**src/rtl/range_tlb_pkg.sv**
```systemverilog
// Shared opcodes, status codes and the rights-field type of the range TLB.
// Assumes one command per cycle; encodings are fixed by the command port.
package range_tlb_pkg;

    typedef enum logic [3:0] {
        OP_NOP          = 4'd0,
        OP_INS_VAR      = 4'd1,
        OP_INS_ADDR     = 4'd2,
        OP_INS_PROT     = 4'd3,
        OP_PURGE        = 4'd4,
        OP_PURGE_ALL    = 4'd5,
        OP_BLK_INS      = 4'd6,
        OP_BLK_PURGE    = 4'd7,
        OP_BLK_PURGE_ALL = 4'd8
    } tlb_op_e;

    typedef enum logic [1:0] {
        ST_OK    = 2'd0,
        ST_INVAL = 2'd1,
        ST_SEQ   = 2'd2
    } tlb_status_e;

    // Rights fields kept at the bit positions of the protection word.
    typedef logic [29:1] rights_t;

endpackage

```
**src/rtl/range_tlb_span.sv**
```systemverilog
// Computes the last byte address of a range from its page-aligned start and
// a page count. Assumes npages >= 1; a result beyond the address space
// saturates to all ones.
module range_tlb_span #(
    parameter int VA_W = 32,
    parameter int PG_W = 12
) (
    input  logic [VA_W-1:0] base_va,
    input  logic [31:0]     npages,
    output logic [VA_W-1:0] last_va
);
    localparam int EXT_W = VA_W + 33 + PG_W;

    logic [EXT_W-1:0] sum_ext;

    // Wide add so that large spans cannot wrap around.
    always_comb begin
        sum_ext = EXT_W'(base_va) + (EXT_W'(npages) << PG_W) - EXT_W'(1);
        last_va = (|sum_ext[EXT_W-1:VA_W]) ? '1 : sum_ext[VA_W-1:0];
    end
endmodule

```
**src/rtl/range_tlb_victim.sv**
```systemverilog
// Picks the slot for an ordinary install: the lowest free ordinary slot,
// else the round-robin pointer, which wraps within [N_BLK, N_ENT).
// Assumes N_ENT > N_BLK. The pointer moves only on a round-robin pick.
module range_tlb_victim #(
    parameter int N_ENT = 8,
    parameter int N_BLK = 2,
    localparam int IDX_W = $clog2(N_ENT),
    localparam int N_ORD = N_ENT - N_BLK
) (
    input  logic             clk,
    input  logic             rst_n,
    input  logic [N_ORD-1:0] free_ord,
    input  logic             take,
    input  logic             rr_clear,
    output logic [IDX_W-1:0] victim
);
    logic [IDX_W-1:0] rr_q;
    logic [IDX_W-1:0] free_idx;
    logic             free_any;

    // Priority search for the lowest free ordinary slot.
    always_comb begin
        free_any = 1'b0;
        free_idx = '0;
        for (int j = N_ORD - 1; j >= 0; j--) begin
            if (free_ord[j]) begin
                free_any = 1'b1;
                free_idx = IDX_W'(j + N_BLK);
            end
        end
        victim = free_any ? free_idx : rr_q;
    end

    // Round-robin pointer: reset or purge-all returns it to the first ordinary slot.
    always_ff @(posedge clk) begin
        if (!rst_n || rr_clear) begin
            rr_q <= IDX_W'(N_BLK);
        end else if (take && !free_any) begin
            rr_q <= (rr_q == IDX_W'(N_ENT - 1)) ? IDX_W'(N_BLK) : rr_q + 1'b1;
        end
    end

    assert_rr_in_range_R7: assert property (@(posedge clk) disable iff (!rst_n)
        (rr_q >= IDX_W'(N_BLK)) && (32'(rr_q) < N_ENT));

    assert_victim_ordinary_R6: assert property (@(posedge clk) disable iff (!rst_n)
        take |-> (victim >= IDX_W'(N_BLK)));
endmodule

```
**src/rtl/range_tlb.sv**
```systemverilog
// Fully associative range-matching translation buffer with reserved block
// slots. Lookup is combinational from registered state; each command takes
// one cycle and reports status in the following cycle. Assumes N_ENT > N_BLK.
module range_tlb
    import range_tlb_pkg::*;
#(
    parameter int N_ENT = 8,
    parameter int N_BLK = 2,
    parameter int VA_W  = 32,
    parameter int PA_W  = 32,
    parameter int PG_W  = 12,
    localparam int IDX_W = $clog2(N_ENT)
) (
    input  logic             clk,
    input  logic             rst_n,
    input  logic             lk_valid,
    input  logic             lk_fetch,
    input  logic [VA_W-1:0]  lk_va,
    output logic             lk_hit,
    output logic             lk_imiss,
    output logic             lk_dmiss,
    output logic [PA_W-1:0]  lk_pa,
    output logic [29:1]      lk_prot,
    input  logic             cmd_valid,
    input  logic [3:0]       cmd_op,
    input  logic [VA_W-1:0]  cmd_va,
    input  logic [PA_W-1:0]  cmd_pa,
    input  logic [31:0]      cmd_arg,
    input  logic [29:1]      cmd_prot,
    input  logic [IDX_W-1:0] cmd_slot,
    output logic             cmd_done,
    output logic [1:0]       cmd_status
);
    localparam int N_ORD = N_ENT - N_BLK;

    logic [N_ENT-1:0] ent_v;
    logic [VA_W-1:0]  ent_lo [N_ENT];
    logic [VA_W-1:0]  ent_hi [N_ENT];
    logic [PA_W-1:0]  ent_pa [N_ENT];
    rights_t          ent_rt [N_ENT];

    logic             pend_v;
    logic [VA_W-1:0]  pend_lo, pend_hi;
    logic [PA_W-1:0]  pend_pa;

    logic [N_ENT-1:0] hit_vec, sweep_vec, v_swept;
    logic [IDX_W-1:0] sel, victim;
    logic [VA_W-1:0]  va_page, span_last;
    logic [PA_W-1:0]  pa_page, pa_aligned;
    logic [PA_W+31:0] pa_unit;
    logic [31:0]      span_pages;
    logic             sweep_en, prot_ok, take, slot_bad, rr_clear;
    tlb_status_e      nxt_status;

    assign va_page = {cmd_va[VA_W-1:PG_W], {PG_W{1'b0}}};
    assign pa_page = {cmd_pa[PA_W-1:PG_W], {PG_W{1'b0}}};

    // Per-slot range match for lookup and overlap test for ordinary sweeps.
    for (genvar g = 0; g < N_ENT; g++) begin : g_ent
        assign hit_vec[g] = ent_v[g] && (lk_va >= ent_lo[g]) && (lk_va <= ent_hi[g]);
        if (g >= N_BLK) begin : g_ord
            assign sweep_vec[g] = sweep_en && ent_v[g] &&
                                  (ent_lo[g] <= span_last) && (va_page <= ent_hi[g]);
        end else begin : g_blk
            assign sweep_vec[g] = 1'b0;
        end
    end

    assign v_swept = ent_v & ~sweep_vec;

    // Lookup: lowest matching slot supplies translation and rights.
    always_comb begin
        sel = '0;
        for (int i = N_ENT - 1; i >= 0; i--) begin
            if (hit_vec[i]) sel = IDX_W'(i);
        end
        lk_hit   = lk_valid && (|hit_vec);
        lk_imiss = lk_valid && !(|hit_vec) && lk_fetch;
        lk_dmiss = lk_valid && !(|hit_vec) && !lk_fetch;
        lk_pa    = ent_pa[sel] + PA_W'(lk_va - ent_lo[sel]);
        lk_prot  = ent_rt[sel];
    end

    // Page count of the range named by the current command.
    always_comb begin
        case (cmd_op)
            OP_INS_VAR: span_pages = 32'd1 << {cmd_arg[3:0], 1'b0};
            OP_PURGE:   span_pages = 32'd1 << {cmd_va[3:0], 1'b0};
            OP_BLK_INS: span_pages = cmd_arg;
            default:    span_pages = 32'd1;
        endcase
    end

    range_tlb_span #(.VA_W(VA_W), .PG_W(PG_W)) u_span (
        .base_va (va_page),
        .npages  (span_pages),
        .last_va (span_last)
    );

    // Physical base aligned down to the variable-insert span.
    always_comb begin
        pa_unit    = (PA_W+32)'(1) << (PG_W + 32'({cmd_arg[3:0], 1'b0}));
        pa_aligned = cmd_pa & ~PA_W'(pa_unit - 1'b1);
    end

    // Command decode: sweep enable, allocation request and completion status.
    always_comb begin
        sweep_en = cmd_valid && (cmd_op == OP_INS_VAR || cmd_op == OP_INS_ADDR ||
                                 cmd_op == OP_PURGE);
        prot_ok  = pend_v && (cmd_va >= pend_lo) && (cmd_va <= pend_hi);
        take     = cmd_valid && (cmd_op == OP_INS_VAR || (cmd_op == OP_INS_PROT && prot_ok));
        rr_clear = cmd_valid && (cmd_op == OP_PURGE_ALL);
        slot_bad = 32'(cmd_slot) >= N_BLK;
        case (cmd_op)
            OP_INS_VAR, OP_INS_ADDR, OP_PURGE,
            OP_PURGE_ALL, OP_BLK_PURGE_ALL: nxt_status = ST_OK;
            OP_INS_PROT:  nxt_status = prot_ok ? ST_OK : ST_SEQ;
            OP_BLK_INS:   nxt_status = (slot_bad || cmd_arg == 32'd0) ? ST_INVAL : ST_OK;
            OP_BLK_PURGE: nxt_status = slot_bad ? ST_INVAL : ST_OK;
            default:      nxt_status = ST_INVAL;
        endcase
    end

    range_tlb_victim #(.N_ENT(N_ENT), .N_BLK(N_BLK)) u_victim (
        .clk      (clk),
        .rst_n    (rst_n),
        .free_ord (~v_swept[N_ENT-1:N_BLK]),
        .take     (take),
        .rr_clear (rr_clear),
        .victim   (victim)
    );

    // Entry array, pending two-step state and completion report.
    always_ff @(posedge clk) begin
        if (!rst_n) begin
            ent_v      <= '0;
            pend_v     <= 1'b0;
            pend_lo    <= '0;
            pend_hi    <= '0;
            pend_pa    <= '0;
            cmd_done   <= 1'b0;
            cmd_status <= ST_OK;
            for (int i = 0; i < N_ENT; i++) begin
                ent_lo[i] <= '0;
                ent_hi[i] <= '0;
                ent_pa[i] <= '0;
                ent_rt[i] <= '0;
            end
        end else begin
            cmd_done <= cmd_valid;
            if (cmd_valid) begin
                cmd_status <= nxt_status;
                case (cmd_op)
                    OP_INS_VAR: begin
                        ent_v          <= v_swept;
                        ent_v[victim]  <= 1'b1;
                        ent_lo[victim] <= va_page;
                        ent_hi[victim] <= span_last;
                        ent_pa[victim] <= pa_aligned;
                        ent_rt[victim] <= cmd_prot;
                    end
                    OP_INS_ADDR: begin
                        ent_v   <= v_swept;
                        pend_v  <= 1'b1;
                        pend_lo <= va_page;
                        pend_hi <= span_last;
                        pend_pa <= pa_page;
                    end
                    OP_INS_PROT: begin
                        pend_v <= 1'b0;
                        if (prot_ok) begin
                            ent_v[victim]  <= 1'b1;
                            ent_lo[victim] <= pend_lo;
                            ent_hi[victim] <= pend_hi;
                            ent_pa[victim] <= pend_pa;
                            ent_rt[victim] <= cmd_prot;
                        end
                    end
                    OP_PURGE: ent_v <= v_swept;
                    OP_PURGE_ALL: begin
                        pend_v <= 1'b0;
                        for (int i = N_BLK; i < N_ENT; i++) ent_v[i] <= 1'b0;
                    end
                    OP_BLK_INS: begin
                        if (!slot_bad && cmd_arg != 32'd0) begin
                            ent_v[cmd_slot]  <= 1'b1;
                            ent_lo[cmd_slot] <= va_page;
                            ent_hi[cmd_slot] <= span_last;
                            ent_pa[cmd_slot] <= pa_page;
                            ent_rt[cmd_slot] <= cmd_prot;
                        end
                    end
                    OP_BLK_PURGE: if (!slot_bad) ent_v[cmd_slot] <= 1'b0;
                    OP_BLK_PURGE_ALL: for (int i = 0; i < N_BLK; i++) ent_v[i] <= 1'b0;
                    default: ;
                endcase
            end
        end
    end

    assert_blk_keep_R6: assert property (@(posedge clk) disable iff (!rst_n)
        (cmd_valid && (cmd_op == OP_INS_VAR || cmd_op == OP_INS_ADDR || cmd_op == OP_INS_PROT ||
                       cmd_op == OP_PURGE || cmd_op == OP_PURGE_ALL))
        |=> (ent_v[N_BLK-1:0] == $past(ent_v[N_BLK-1:0])));

    assert_pall_clears_R8: assert property (@(posedge clk) disable iff (!rst_n)
        (cmd_valid && cmd_op == OP_PURGE_ALL) |=> (ent_v[N_ENT-1:N_BLK] == '0) && !pend_v);

    assert_bad_slot_inert_R11: assert property (@(posedge clk) disable iff (!rst_n)
        (cmd_valid && (cmd_op == OP_BLK_INS || cmd_op == OP_BLK_PURGE) && slot_bad)
        |=> (ent_v == $past(ent_v)) && (cmd_status == ST_INVAL));

    assert_orphan_prot_R9: assert property (@(posedge clk) disable iff (!rst_n)
        (cmd_valid && cmd_op == OP_INS_PROT && !pend_v) |=> (cmd_status == ST_SEQ));

    assert_miss_kinds_R2: assert property (@(posedge clk) disable iff (!rst_n)
        !(lk_imiss && lk_dmiss) && !(lk_hit && (lk_imiss || lk_dmiss)));

    assert_ord_count_R7: assert property (@(posedge clk) disable iff (!rst_n)
        (cmd_valid && cmd_op == OP_INS_VAR) |=> ($countones(ent_v[N_ENT-1:N_BLK]) >= 1));
endmodule

```
**config.mk**
```make
export PLATFORM = sky130hd
export DESIGN_NAME = range_tlb
export DESIGN_NICKNAME = d
export VERILOG_FILES = /design/src/rtl/range_tlb_pkg.sv /design/src/rtl/range_tlb_span.sv /design/src/rtl/range_tlb_victim.sv /design/src/rtl/range_tlb.sv
export SDC_FILE = /design/constraint.sdc
export NUM_CORES = 2
export LEC_CHECK = 0
export ABC_CLOCK_PERIOD_IN_PS = 64800
export BUFFER_PORTS_ARGS = -buffer_cell sky130_fd_sc_hd__buf_2
export CORE_MARGIN = 5
export CORE_UTILIZATION = 35
export DETAILED_ROUTE_END_ITERATION = 12
export PLACE_DENSITY = 0.48
export SLEW_MARGIN = 20
export SYNTH_ARGS = -nofsm -noshare
export SYNTH_HDL_FRONTEND = slang
export SYNTH_SLANG_ARGS = --single-unit
export TNS_END_PERCENT = 1
```
**constraint.sdc**
```tcl
create_clock -name clk -period 64.8 [get_ports clk]
set_input_delay 12.96 -clock clk [delete_from_list [all_inputs] [get_ports clk]]
set_output_delay 12.96 -clock clk [all_outputs]
set_load 0.02 [all_outputs]
```
==> flow_summary.toml <==
[run_status]
status = "finished, final reports clean"

[route]
avgViaCountPerCell = 5.66
wire_per_inst_um = 28.5
detail-route-antenna-nets = 0
dr.first_iter.drc_count = 4412
dr_total_vias = 46600
drc = 0
drtPass1Iterations = 6
wirelength_mm = 235

[floorplan]
dieHeight_um = 427
num_rows = 152
core_area_mm2 = 0.172
die_width_um = 427
ios = 236
dieArea_mm2 = 0.182
start_util_pct = 35.3

[power]
pwr-share-comb_pct = 20.4
p_switching_uw = 486
p_seq_share_pct = 41.8
p_leak_uw = 0.0271
swShare_pct = 30.9
power_frac_clock_pct = 37.7
ir_worst_vdd_uv = 19.9
power.density_mw_per_mm2 = 23.0
p_int_uw = 1090

[setup_path]
cp_slowest_cell = "a2111oi_1"
reg2reg_setup_slack_ns = 56.77
startpoint_type = "input pin"
criticalPathCategory = "in -> out"
worstSetupEndpointType = "output port"
rr_startpoint = "ent_hi[4][18]"
critPathMaxStageDelay_ns = 0.81
required_ns = 51.84
reg2regPathDepth = 22
cp_max_fo = 29
arrival_ns = 23.11
r2r-end = "ent_hi[3][30]"

[synth]
synthAdderAreaFrac_pct = 16.5
synth_top_area_share_pct = 40.3
synthesis.area_mm2 = 0.0607
yosys_warnings = 0
synth-simple-area-share_pct = 16.1
ys.flop_type = "edfxtp_1"
synthXorXnorAreaFrac_pct = 1.10
syn_avg_cell_area_um2 = 10.9
ys_ff_latch = 892
synth_edf_count = 816
yosysTopAreaCell = "edfxtp_1"
muxShareOfSynthArea_pct = 7.81
synth_cell_type_count = 90
yosys-top-cells-area = "edfxtp_1, ha_1, mux4_2, inv_1, nor2_1"
syn_inst = 5596
seq_area_frac_synth_pct = 42.9
synthArstFlopShare_pct = 0
synth_compound_gate_area_share_pct = 11.1
syn_nets = 6555
synth_top_family_by_area = "adder cells"

[grt]
gr-usage-all-layers_pct = 25.3
grt_max_degree = 80
antenna_found_initial = 16
overflow = 0
grt_first_pass_wirelength_mm = 333
grt_pass1_vias = 45500

[place]
place_inst = 8011
dp_hpwl_mm = 165
place.gp.congestion = 0.931
io_buffers = 235

[clock_network]
cts_sinks = 892
path_clk_slew_ns = 0.06
cts-root-buf = "clkbuf_16"
cts_buffers = 107
clkLatencyLatePin_ns = 0.77
cts_tree = "yes"
ctsHoldBuffers = 0
ctsResizeCount = 0
cts_max_path_buffers = 3
post_cts_buffers = 0
htreeDepth = 3

[sta]
maxSlewHeadroom_pct = 23.1
finalCriticalPeriod_ns = 36.07
hold_viol_final = 0
period_share_pct = 55.7
max_freq_ghz = 0.0277
whs_ns = 0.470
slew_violations = 0
rsz0062_at_grt = "false"
finalClockSkew_ns = 0.0485
setup_tns_ns = 0
final-setup-viol-count = 0
worstMarginPinSlew_ns = 1.13

[hold_path]
hold_path.startpoint = "pend_pa[18]"
whs_path_depth = 2
hp-class = "reg -> reg"
whs_endpoint = "pend_pa[18]"

[cells_and_area]
utilization_pct = 39.7
final_cells = 8226
syn_to_final_growth_pct = 12.4
final_nets = 6769
drive_above_1_share_pct = 14.2

[job]
cap_viol_max_count = 0
[cell type report]
cell class	instances	area, µm²
Timing Repair Buffer	343	1990
Multi-Input combinational cell	4008	32200
Clock buffer	137	2810
Fill cell	16900	104000
Sequential cell	892	26000
Antenna cell	13	32.5
Inverter	458	1720
Clock inverter	65	559
Tap cell	2310	2890
[kinds of logic (layout without fill, tap and decap cells)]
group / count (synthesis) / in the layout
AOI/OAI and AO/OA: 1017 / 1017
xor gates and xnor gates: 76 / 76
adders and majority gates: 790 / 790
buffers and inverters: 696 / 1003
DFF: 892 / 892
muxes: 270 / 270
other: 0 / 13
and+or+nand+nor: 1855 / 1855
[power groups by stage]
stage	Sequential, µW	Combinational, µW	Clock, µW
2_1_floorplan	668	185	0
3_3_place_gp	669	317	0
3_5_place_dp	669	320	0
4_1_cts	657	321	604
5_1_grt	659	347	627
6_report	658	321	593
[cells in the final DEF, fill, tap and decap left out, types with 141 or more instances in the layout]
cell,netlist,layout
mux4_2,158,158
nand4_1,150,150
nor3_1,289,287
ha_1,770,770
nand2_1,286,280
o21ai_0,192,188
nor2_1,457,454
a21o_1,197,197
edfxtp_1,816,816
a21oi_1,232,231
buf_2,14,234
inv_1,457,457
nor2b_1,141,141
[metal layers]
layer	track usage [%]	vias up	wire, µm
met2	40.8	1569	108000
met3	3.65	299	14600
met4	8.50	6	8930
met1	35.0	23400	104000
met5	0	-	47
li1	-	21300	-
[worst max-delay path by stage]
stage,startpoint,to,slack [ns],cells after the start
floorplan,lk_va[29],lk_pa[30],31.22,33
global placement,lk_va[26],lk_pa[29],28.97,34
detailed placement,lk_va[25],lk_pa[30],28.89,31
CTS,lk_va[30],lk_pa[29],28.87,34
global route,lk_va[26],lk_pa[29],28.28,34
finish,lk_va[30],lk_pa[29],28.73,34
[stage by stage]
stage                     total power (µW)  instance area [µm²]  worst slack [ns]
final                                 1570                68300             28.73
after detailed placement               989                64900             28.89
after global routing                  1630                68200             28.28
after floorplan                        853                60700             31.22
after CTS                             1580                68200             28.87
after global placement                 986                64800             28.97
[synthesized netlist by cell type, types with 59 or more instances]
library cell / n
a21o_1: 197
a21oi_1: 232
and2_1: 112
clkbuf_1: 189
dfxtp_1: 76
edfxtp_1: 816
ha_1: 770
inv_1: 457
mux2i_1: 59
mux4_2: 158
nand2_1: 286
nand3_1: 72
nand4_1: 150
nor2_1: 457
nor2_4: 59
nor2b_1: 141
nor3_1: 289
nor3b_1: 92
o21ai_0: 192
[state kept, by name, indices dropped and copies added (netlist names)]
register / cells
pend_pa: 20
pend_lo: 20
pend_v: 1
ent_pa: 256
cmd_done: 1
ent_v: 8
u_victim.rr_q: 3
cmd_status: 2
ent_hi: 168
pend_hi: 21
ent_rt: 232
ent_lo: 160
[critical path: cells and delay by family]
| kind | cells | cell delay, ns |
|---|---|---|
| buffers and inverters | 5 | 1.80 |
| multiplexers | 2 | 0.82 |
| XOR/XNOR | 1 | 0.12 |
| AND/OR/NAND/NOR | 8 | 2.10 |
| AO/OA/AOI/OAI | 15 | 4.40 |
| adder cells (fa/ha/maj) | 3 | 0.79 |
Power figures use the tool's default switching activity.
